`config.mk`:
```
export PLATFORM = sky130hd
export DESIGN_NAME = page_close_ctl
export DESIGN_NICKNAME = d
export VERILOG_FILES = /design/src/rtl/pcl_pkg.sv /design/src/rtl/pcl_bank.sv /design/src/rtl/pcl_limit.sv /design/src/rtl/page_close_ctl.sv
export SDC_FILE = /design/constraint.sdc
export NUM_CORES = 1
export LEC_CHECK = 0
export ABC_AREA = 1
export CAP_MARGIN = 20
export CORE_UTILIZATION = 36
export DETAILED_ROUTE_END_ITERATION = 6
export PLACE_DENSITY = 0.51
export REMOVE_ABC_BUFFERS = 1
export SLEW_MARGIN = 15
export SYNTH_ARGS = -nofsm -noshare
export SYNTH_HDL_FRONTEND = slang
export SYNTH_SLANG_ARGS = --single-unit
```
`constraint.sdc`:
```
create_clock -name clk -period 13.1 [get_ports clk]
set_input_delay 3.93 -clock clk [delete_from_list [all_inputs] [get_ports clk]]
set_output_delay 3.93 -clock clk [all_outputs]
set_load 0.1 [all_outputs]
```
`src/rtl/pcl_pkg.sv`:
```
package pcl_pkg;

   typedef enum logic [1:0] {
      PG_NONE     = 2'd0,
      PG_HIT      = 2'd1,
      PG_MISS     = 2'd2,
      PG_CONFLICT = 2'd3
   } pg_kind_e;

endpackage

```
`src/rtl/pcl_bank.sv`:
```
module pcl_bank #(
   parameter int ROW_W = 14,
   parameter int CNT_W = 4
) (
   input  logic                clk,
   input  logic                rst_n,
   input  logic                sel,
   input  logic [ROW_W-1:0]    row_in,
   input  logic                idle,
   input  logic [CNT_W-1:0]    limit,
   output pcl_pkg::pg_kind_e   kind,
   output logic                close_req
);
   import pcl_pkg::*;

   logic             open_q;
   logic [ROW_W-1:0] row_q;
   logic [CNT_W-1:0] cnt_q;

   always_comb begin
      if (!sel)                kind = PG_NONE;
      else if (!open_q)        kind = PG_MISS;
      else if (row_q == row_in) kind = PG_HIT;
      else                     kind = PG_CONFLICT;
   end

   assign close_req = open_q && idle && !sel && (cnt_q >= limit);

   always_ff @(posedge clk or negedge rst_n) begin
      if (!rst_n) begin
         open_q <= 1'b0;
         row_q  <= '0;
         cnt_q  <= '0;
      end else if (sel) begin
         open_q <= 1'b1;
         row_q  <= row_in;
         cnt_q  <= '0;
      end else if (close_req) begin
         open_q <= 1'b0;
         cnt_q  <= '0;
      end else if (open_q && idle && (cnt_q < limit)) begin
         cnt_q  <= cnt_q + CNT_W'(1);
      end
   end

endmodule

```
`src/rtl/pcl_limit.sv`:
```
module pcl_limit #(
   parameter int LIMIT_W   = 4,
   parameter int LIMIT_MAX = 15
) (
   input  logic               clk,
   input  logic               rst_n,
   input  logic [LIMIT_W-1:0] init_limit,
   input  logic               adapt_en,
   input  logic               ev_miss,
   input  logic               ev_conflict,
   output logic [LIMIT_W-1:0] eff_limit
);
   localparam logic [LIMIT_W-1:0] LIM_TOP = LIMIT_W'(LIMIT_MAX);

   logic [LIMIT_W-1:0] lim_q;
   logic [LIMIT_W-1:0] prev_init_q;
   logic               prev_en_q;
   logic [LIMIT_W-1:0] init_c;
   logic               reload;

   assign init_c    = (init_limit > LIM_TOP) ? LIM_TOP : init_limit;
   assign reload    = !adapt_en || (init_limit != prev_init_q) || (adapt_en != prev_en_q);
   assign eff_limit = reload ? init_c : lim_q;

   always_ff @(posedge clk or negedge rst_n) begin
      if (!rst_n) begin
         lim_q       <= '0;
         prev_init_q <= '0;
         prev_en_q   <= 1'b0;
      end else begin
         prev_init_q <= init_limit;
         prev_en_q   <= adapt_en;
         if (reload)
            lim_q <= init_c;
         else if (ev_miss && (lim_q < LIM_TOP))
            lim_q <= lim_q + LIMIT_W'(1);
         else if (ev_conflict && (lim_q != '0))
            lim_q <= lim_q - LIMIT_W'(1);
      end
   end

endmodule

```
`src/rtl/page_close_ctl.sv`:
```
module page_close_ctl #(
   parameter int NUM_BANKS = 4,
   parameter int ROW_W     = 14,
   parameter int LIMIT_W   = 4,
   parameter int LIMIT_MAX = 15,
   localparam int BANK_W   = (NUM_BANKS > 1) ? $clog2(NUM_BANKS) : 1
) (
   input  logic                 clk,
   input  logic                 rst_n,
   input  logic                 req_valid,
   input  logic [BANK_W-1:0]    req_bank,
   input  logic [ROW_W-1:0]     req_row,
   input  logic                 idle,
   input  logic [LIMIT_W-1:0]   init_limit,
   input  logic                 adapt_en,
   output logic [1:0]           outcome,
   output logic [NUM_BANKS-1:0] close_req
);
   import pcl_pkg::*;

   if (NUM_BANKS < 2 || (1 << BANK_W) != NUM_BANKS) begin : g_bad_banks
      $error("NUM_BANKS must be a power of two of at least 2");
   end
   if (LIMIT_MAX < 1 || LIMIT_MAX >= (1 << LIMIT_W)) begin : g_bad_limit
      $error("LIMIT_MAX must fit in LIMIT_W bits and be nonzero");
   end
   if (ROW_W < 1) begin : g_bad_row
      $error("ROW_W must be positive");
   end

   pg_kind_e           kind_v [NUM_BANKS];
   logic [1:0]         kind_or;
   logic [LIMIT_W-1:0] eff_limit;
   logic [1:0]         outcome_q;

   for (genvar b = 0; b < NUM_BANKS; b++) begin : g_bank
      logic sel_b;
      assign sel_b = req_valid && (req_bank == BANK_W'(b));
      pcl_bank #(
         .ROW_W (ROW_W),
         .CNT_W (LIMIT_W)
      ) u_bank (
         .clk       (clk),
         .rst_n     (rst_n),
         .sel       (sel_b),
         .row_in    (req_row),
         .idle      (idle),
         .limit     (eff_limit),
         .kind      (kind_v[b]),
         .close_req (close_req[b])
      );
   end

   always_comb begin
      kind_or = 2'd0;
      for (int i = 0; i < NUM_BANKS; i++)
         kind_or = kind_or | kind_v[i];
   end

   pcl_limit #(
      .LIMIT_W   (LIMIT_W),
      .LIMIT_MAX (LIMIT_MAX)
   ) u_limit (
      .clk         (clk),
      .rst_n       (rst_n),
      .init_limit  (init_limit),
      .adapt_en    (adapt_en),
      .ev_miss     (kind_or == PG_MISS),
      .ev_conflict (kind_or == PG_CONFLICT),
      .eff_limit   (eff_limit)
   );

   always_ff @(posedge clk or negedge rst_n) begin
      if (!rst_n) outcome_q <= 2'd0;
      else        outcome_q <= kind_or;
   end

   assign outcome = outcome_q;

endmodule

```
==> metrics.md, run 1 <==
| Metric | Value |
|---|---|
| Run status | `complete, no violations` |
| CP Launch Point | `init_limit[1]` |
| Clock skew | `0.00765 ns` |
| Sequential cell area | `2180 um2` |
| RSZ-0062 raised after global routing | `false` |
| FMAX | `0.0865 GHz` |
| Mapped cell area | `5090 um2` |
| ANT nets after route | `0` |
| Synthesis-stage register bit count | `87` |
| Setup TNS | `0 ns` |
| Setup CP Type | `input port to output port` |
| Design area | `5870 um2` |
| Post-route clock period utilization | `88.3%` |
| Delay-heaviest family, CP | `buffers and inverters` |
| # fillers | `1381` |
| Min-Delay Endpoint | `g_bank[0].u_bank.row_q[3]` |
| Routed wire length | `12200 um` |
| WP data arrival | `7.63 ns` |
| TritonCTS Buffers | `9` |
| Clk_lat worst skew | `0.35 ns` |
| Clock transition at path regs | `0.06 ns` |
| VDD IR max | `60.0 uV` |
| Layout cells sized above 1 | `7.11%` |
| Worst r2r dst | `g_bank[3].u_bank.cnt_q[3]` |
| Reg2Reg Depth | `14` |
| CP Capture Type | `output port` |
| Hold Path Cell Cnt | `2` |
| Yosys warns | `0` |
| Sequential cell area fraction in the yosys report | `42.7%` |
| CP Launch Type | `input port` |
| Largest net degree at the start of global routing | `50` |
| Hold Buf Count CTS | `0` |
| Routed len/inst | `13.4 um` |
| DRT iter0 DRCs | `290` |
| Largest buffer count on any clock path | `2` |
| Post-layout util | `42.5%` |
| Post-CTS Setup Inserts | `0` |
| Multi-input logic area | `2450 um2` |
| PwrDens | `157 nW/um2` |
| GRT Overall Usage | `18.6%` |
| Remaining Overflow, GRT | `0` |
| Final setup violation count | `0` |
| # IOs | `31` |
| Initial antenna violation count | `0` |
| I/O Buffers | `30` |
| DP Wirelength | `8780 um` |
| Placed Cells | `895` |
| Min-delay src | `g_bank[0].u_bank.row_q[3]` |
| Initial Utilization | `36.8%` |
| Vias | `4318` |
| Worst-Margin Slew | `0.960 ns` |
| Worst min-delay path class | `flip-flop to flip-flop` |
| Required @ worst endpoint | `9.17 ns` |
| Synth top area share | `42.7%` |
| DRC viols | `0` |
| Slowest library cell on the worst path | `clkdlybuf4s50_1` |
| CTS tree | `yes` |
| Ant. Diodes | `0` |
| Leakage | `3.03 nW` |
| Die area | `14600 um2` |
| Cell count along the critical path | `15` |
| Sink Count | `87` |
| Rows | `43` |
| Yosys cell types | `35` |
| Power Total | `0.922 mW` |
| Max_slew headroom | `35.8%` |
| Final nets | `774` |
| Cells along the critical path | `clkdlybuf4s50_1 -> inv_1 -> a221oi_1 -> nand2_1 -> inv_1 -> nor2_1 -> a21oi_1 -> ha_1 -> nand2_1 -> o211ai_1 -> nand2_1 -> inv_1 -> nand2_1 -> inv_1 -> clkdlybuf4s50_1` |
| Max stage delay on crit path | `1.12 ns` |
| DIE HEIGHT | `121 um` |
| Core Area | `13800 um2` |
| First-pass GRT wire length | `20800 um` |
| Worst r2r src | `u_limit.prev_init_q[2]` |
| Crit path time final | `11.56 ns` |
| Area grow syn2layout | `15.3%` |
| Post-DP Area | `5550 um2` |
| CTS Root Cell | `clkbuf_16` |
| R2r setup slk | `10.17 ns` |
| Post-Syn Instances | `700` |
| Vias in the first global route | `4192` |
| Final Hold Vio Count | `0` |
| GP Congestion | `0.802` |
| Cell taking the most area after synthesis | `dfrtp_1` |
| Vias/cell | `4.74` |
| WP buf/inv | `6` |
| Die Width | `121 um` |
| Max cap viols | `0` |
| Crit Path Max Fanout | `9` |
| Slew Limit Fails | `0` |
| Area contributors post-synth | `dfrtp_1 43%, nand2_1 20%, o21ai_0 6.7%` |
| Non-Filler Instances | `911` |
| H-tree level count | `3` |
| Syn Area/Cell | `7.28 um2` |
| Pre-Repair DR Iteration Count | `4` |
| CTS resizes | `0` |
==> worst max-delay path by stage <==
stage / to
floorplan: close_req[1]
global placement: close_req[1]
detailed placement: close_req[1]
CTS: close_req[1]
global route: close_req[1]
finish: close_req[1]
==> flip-flops by register name, summed over array words and instances (netlist names) <==
register,cells
g_bank.u_bank.cnt_q,16
g_bank.u_bank.open_q,4
g_bank.u_bank.row_q,56
outcome,2
u_limit.lim_q,4
u_limit.prev_en_q,1
u_limit.prev_init_q,4
==> metal layers <==
| metal | track usage [%] | wire (um) | up-vias |
|---|---|---|---|
| met5 | 0 | 0 | - |
| met4 | 7.41 | 233 | 0 |
| met3 | 3.24 | 471 | 20 |
| met2 | 29.4 | 5570 | 64 |
| met1 | 25.1 | 5940 | 1995 |
| li1 | - | - | 2239 |
==> cell type report <==
class                      instances  area share (%)
tap                              180            3.84
sequential                        87            37.1
clock buffer                      11            4.13
multi-input combinational        496            41.8
inverter                          99            6.33
clock inverter                     5            1.39
timing repair buffer              33            5.45
==> cell usage after synthesis <==
cell	count
buf_4	6
o21a_1	2
a22oi_2	1
clkinv_1	2
nand4_1	5
nor2_1	41
nand3_1	21
o21ai_1	1
a32o_1	1
nand2_2	2
a221oi_1	1
clkbuf_2	1
nand3_2	2
nand3_4	1
ha_1	22
nor3_1	1
a21oi_1	16
nor2_2	2
o211ai_1	5
xnor2_1	11
o31ai_1	2
a21oi_2	2
a211oi_1	1
clkbuf_1	11
o21ai_2	4
xor2_1	5
o41ai_1	3
nand2_4	2
o22ai_1	1
inv_1	80
o21ai_0	68
fa_1	1
nand2_1	272
inv_2	17
dfrtp_1	87
==> cells in the final DEF (no fill, tap or decap), types with 5 or more instances in the layout <==
cell             count
clkdlybuf4s50_1     29
o211ai_1             5
clkbuf_16            9
inv_1               80
nor2_1              41
xor2_1               5
nand4_1              5
inv_2               17
ha_1                22
nand2_1            272
nand3_1             21
dfrtp_1             87
o21ai_0             68
a21oi_1             16
xnor2_1             11
==> kinds of logic (layout without fill, tap and decap cells) <==
kind of cell / after synthesis / in the layout / synth area share (%)
AOI/OAI and AO/OA: 108 / 108 / 12.1
xor gates and xnor gates: 16 / 16 / 2.75
adders and majority gates: 23 / 23 / 5.80
buffers and inverters: 117 / 148 / 9.09
DFF: 87 / 87 / 42.7
and+or+nand+nor: 349 / 349 / 27.5
==> metrics by stage <==
| step | setup slack [ns] | hold WS, ns |
|---|---|---|
| after detailed placement | 1.55 | 0.478 |
| final | 1.54 | 0.494 |
| after floorplan | 3.01 | 0.453 |
| after CTS | 1.54 | 0.494 |
| after global placement | 1.60 | 0.470 |
| after global routing | 1.17 | 0.524 |
==> tightest hold or removal path, stage by stage (launching register included) <==
cell and delay, ns:
dfrtp_1 0.35, nand2_1 0.05, o21ai_0 0.06
==> where the power goes <==
| part | switching, mW | leakage (nW) | internal (mW) | total [mW] |
|---|---|---|---|---|
| Clock | 0.108 | 0.156 | 0.172 | 0.281 |
| Sequential | 0.0517 | 1.08 | 0.322 | 0.374 |
| Combinational | 0.168 | 1.80 | 0.100 | 0.268 |
Note: power is estimated with default switching activity, not from simulation.
==> run 2: changes to the inputs <==
--- a/config.mk
+++ b/config.mk
@@ -9,9 +9,11 @@
 export CAP_MARGIN = 20
 export CORE_UTILIZATION = 36
 export DETAILED_ROUTE_END_ITERATION = 6
-export PLACE_DENSITY = 0.51
+export DONT_BUFFER_PORTS = 1
+export PLACE_DENSITY = 0.48
 export REMOVE_ABC_BUFFERS = 1
 export SLEW_MARGIN = 15
 export SYNTH_ARGS = -nofsm -noshare
 export SYNTH_HDL_FRONTEND = slang
 export SYNTH_SLANG_ARGS = --single-unit
+export TNS_END_PERCENT = 30
==> metrics.md, run 2 (synthesized netlist as in run 1, its figures left out) <==
| Metric | Value |
|---|---|
| Routed wire length | `12200 um (about the same)` |
| Post-route clock period utilization | `79.9% (was 88.3%)` |
| Clock transition at path regs | `0.06 ns (about the same)` |
| CTS resizes | `0 (unchanged)` |
| TritonCTS Buffers | `9 (unchanged)` |
| Sink Count | `87 (unchanged)` |
| Reg2Reg Depth | `14 (unchanged)` |
| Hold Buf Count CTS | `0 (unchanged)` |
| VDD IR max | `76.2 uV (was 60.0 uV)` |
| Layout cells sized above 1 | `7.42% (was 7.11%)` |
| CP Launch Type | `input port (unchanged)` |
| Core Area | `13800 um2 (unchanged)` |
| Setup TNS | `0 ns (unchanged)` |
| Clk_lat worst skew | `0.35 ns (about the same)` |
| Setup CP Type | `input port to output port (unchanged)` |
| First-pass GRT wire length | `20100 um (was 20800 um)` |
| CTS tree | `yes (unchanged)` |
| Max stage delay on crit path | `0.61 ns (was 1.12 ns)` |
| PwrDens | `169 nW/um2 (was 157 nW/um2)` |
| Hold Path Cell Cnt | `2 (unchanged)` |
| DRC viols | `0 (unchanged)` |
| Rows | `43 (unchanged)` |
| Initial antenna violation count | `0 (unchanged)` |
| Die Width | `121 um (unchanged)` |
| ANT nets after route | `0 (unchanged)` |
| DRT iter0 DRCs | `245 (was 290)` |
| Worst r2r dst | `g_bank[3].u_bank.cnt_q[3] (unchanged)` |
| WP data arrival | `6.54 ns (was 7.63 ns)` |
| Crit path time final | `10.47 ns (was 11.56 ns)` |
| Min-delay src | `g_bank[0].u_bank.row_q[13] (was g_bank[0].u_bank.row_q[3])` |
| Final Hold Vio Count | `0 (unchanged)` |
| Largest net degree at the start of global routing | `88 (was 50)` |
| Vias in the first global route | `3985 (was 4192)` |
| Max FFs per register | `56 (unchanged)` |
| Min-Delay Endpoint | `g_bank[0].u_bank.row_q[13] (was g_bank[0].u_bank.row_q[3])` |
| # IOs | `31 (unchanged)` |
| Worst r2r src | `u_limit.prev_init_q[2] (unchanged)` |
| Slowest library cell on the worst path | `inv_1 (was clkdlybuf4s50_1)` |
| Initial Utilization | `36.8% (unchanged)` |
| DP Wirelength | `8710 um (was 8780 um)` |
| Final setup violation count | `0 (unchanged)` |
| Worst-Margin Slew | `0.874 ns (was 0.960 ns)` |
| Pre-Repair DR Iteration Count | `4 (unchanged)` |
| Leakage | `2.95 nW (was 3.03 nW)` |
| GP Congestion | `0.776 (was 0.802)` |
| GRT Overall Usage | `18.3% (was 18.6%)` |
| RSZ-0062 raised after global routing | `false (unchanged)` |
| Top reg by flops | `g_bank.u_bank.row_q (unchanged)` |
| Clock skew | `0.00627 ns (was 0.00765 ns)` |
| Cells along the critical path | `inv_1 -> o22ai_1 -> a211oi_1 -> nand2_1 -> inv_1 -> nor2_1 -> a21oi_1 -> ha_1 -> nand2_1 -> o211ai_1 -> nand2_1 -> inv_1 -> nand2_1 -> inv_1 (was clkdlybuf4s50_1 -> inv_1 -> a221oi_1 -> nand2_1 -> inv_1 -> nor2_1 -> a21oi_1 -> ha_1 -> nand2_1 -> o211ai_1 -> nand2_1 -> inv_1 -> nand2_1 -> inv_1 -> clkdlybuf4s50_1)` |
| Routed len/inst | `13.9 um (was 13.4 um)` |
| Post-layout util | `40.8% (was 42.5%)` |
| I/O Buffers | `0 (was 30)` |
| Run status | `complete, no violations (unchanged)` |
| Most common cell after layout, fill and taps aside | `nand2_1 (unchanged)` |
| Die area | `14600 um2 (unchanged)` |
| Area grow syn2layout | `10.8% (was 15.3%)` |
| Largest registers in the final layout | `g_bank.u_bank.row_q: 56 flops, g_bank.u_bank.cnt_q: 16 flops (unchanged)` |
| CP Capture Type | `output port (unchanged)` |
| Vias | `4158 (was 4318)` |
| R2r setup slk | `10.20 ns (was 10.17 ns)` |
| Worst min-delay path class | `flip-flop to flip-flop (unchanged)` |
| Required @ worst endpoint | `9.17 ns (about the same)` |
| Power Total | `0.956 mW (was 0.922 mW)` |
| DIE HEIGHT | `121 um (unchanged)` |
| Remaining Overflow, GRT | `0 (unchanged)` |
| Ant. Diodes | `0 (unchanged)` |
| Commonest non-fill, non-tap cells in the layout | `272 x nand2_1, 87 x dfrtp_1, 80 x inv_1 (unchanged)` |
| Vias/cell | `4.72 (was 4.74)` |
| CTS Root Cell | `clkbuf_16 (unchanged)` |
| Slew Limit Fails | `0 (unchanged)` |
| Max_slew headroom | `41.7% (was 35.8%)` |
| FMAX | `0.0955 GHz (was 0.0865 GHz)` |
| Largest buffer count on any clock path | `2 (unchanged)` |
| Final nets | `744 (was 774)` |
| H-tree level count | `3 (unchanged)` |
| Crit Path Max Fanout | `9 (unchanged)` |
| Max cap viols | `0 (unchanged)` |
| Post-CTS Setup Inserts | `0 (unchanged)` |
## run 2: changes by cell type in the layout (fill, tap and decap cells not counted), sizes merged
cell / delta
clkinv: -1
clkdlybuf4s50: -29
buf: -1
bufinv: +3
clkbuf: -1
clkinvlp: -1
## run 2: where the power goes
| group | internal (mW) | switching (mW) |
|---|---|---|
| clock network | 0.230 | 0.112 |
| registers | 0.322 | 0.0587 |
| logic | 0.0878 | 0.145 |
| total | 0.640 | 0.316 |
## run 2: cell type report
cell class	instances	area (um2)
Inverter	99	372
Tap cell	180	225
Clock inverter	6	155
Sequential cell	87	2180
Multi-Input combinational cell	496	2450
Clock buffer	10	239
Timing Repair Buffer	3	22.5
Fill cell	1440	8180
## run 2: stage by stage
step | instance area [um2] | worst slack (ns) | hold WS (ns) | cells
floorplan | 5000 | 3.01 | 0.453 | 682
global placement | 5250 | 2.68 | 0.470 | 865
detailed placement | 5250 | 2.62 | 0.479 | 865
CTS | 5640 | 2.62 | 0.495 | 881
global route | 5640 | 2.36 | 0.522 | 881
finish | 5640 | 2.63 | 0.490 | 881
## run 2: critical path: cells and delay by family
kind,cells,cell delay (ns)
AO/OA/AOI/OAI,4,0.86
buffers and inverters,4,0.97
AND/OR/NAND/NOR,5,0.55
adder cells (fa/ha/maj),1,0.23
## run 2: worst max path at each step
stage                        from            to  slack, ns
floorplan           init_limit[2]  close_req[1]       3.01
global placement    init_limit[2]  close_req[1]       2.68
detailed placement  init_limit[0]  close_req[1]       2.62
CTS                 init_limit[0]  close_req[1]       2.62
global route        init_limit[0]  close_req[1]       2.36
finish              init_limit[0]  close_req[1]       2.63
## run 2: routing by layer
metal  global-route usage [%]  share of wire (%)  vias up  wire (um)
met2                     28.0                 45       68       5510
met1                     24.7                 49     1899       6030
met4                     8.64                1.9        0        227
met3                     3.67                3.8       13        461
met5                        0                  0        -          0
li1                         -                  -     2178          -
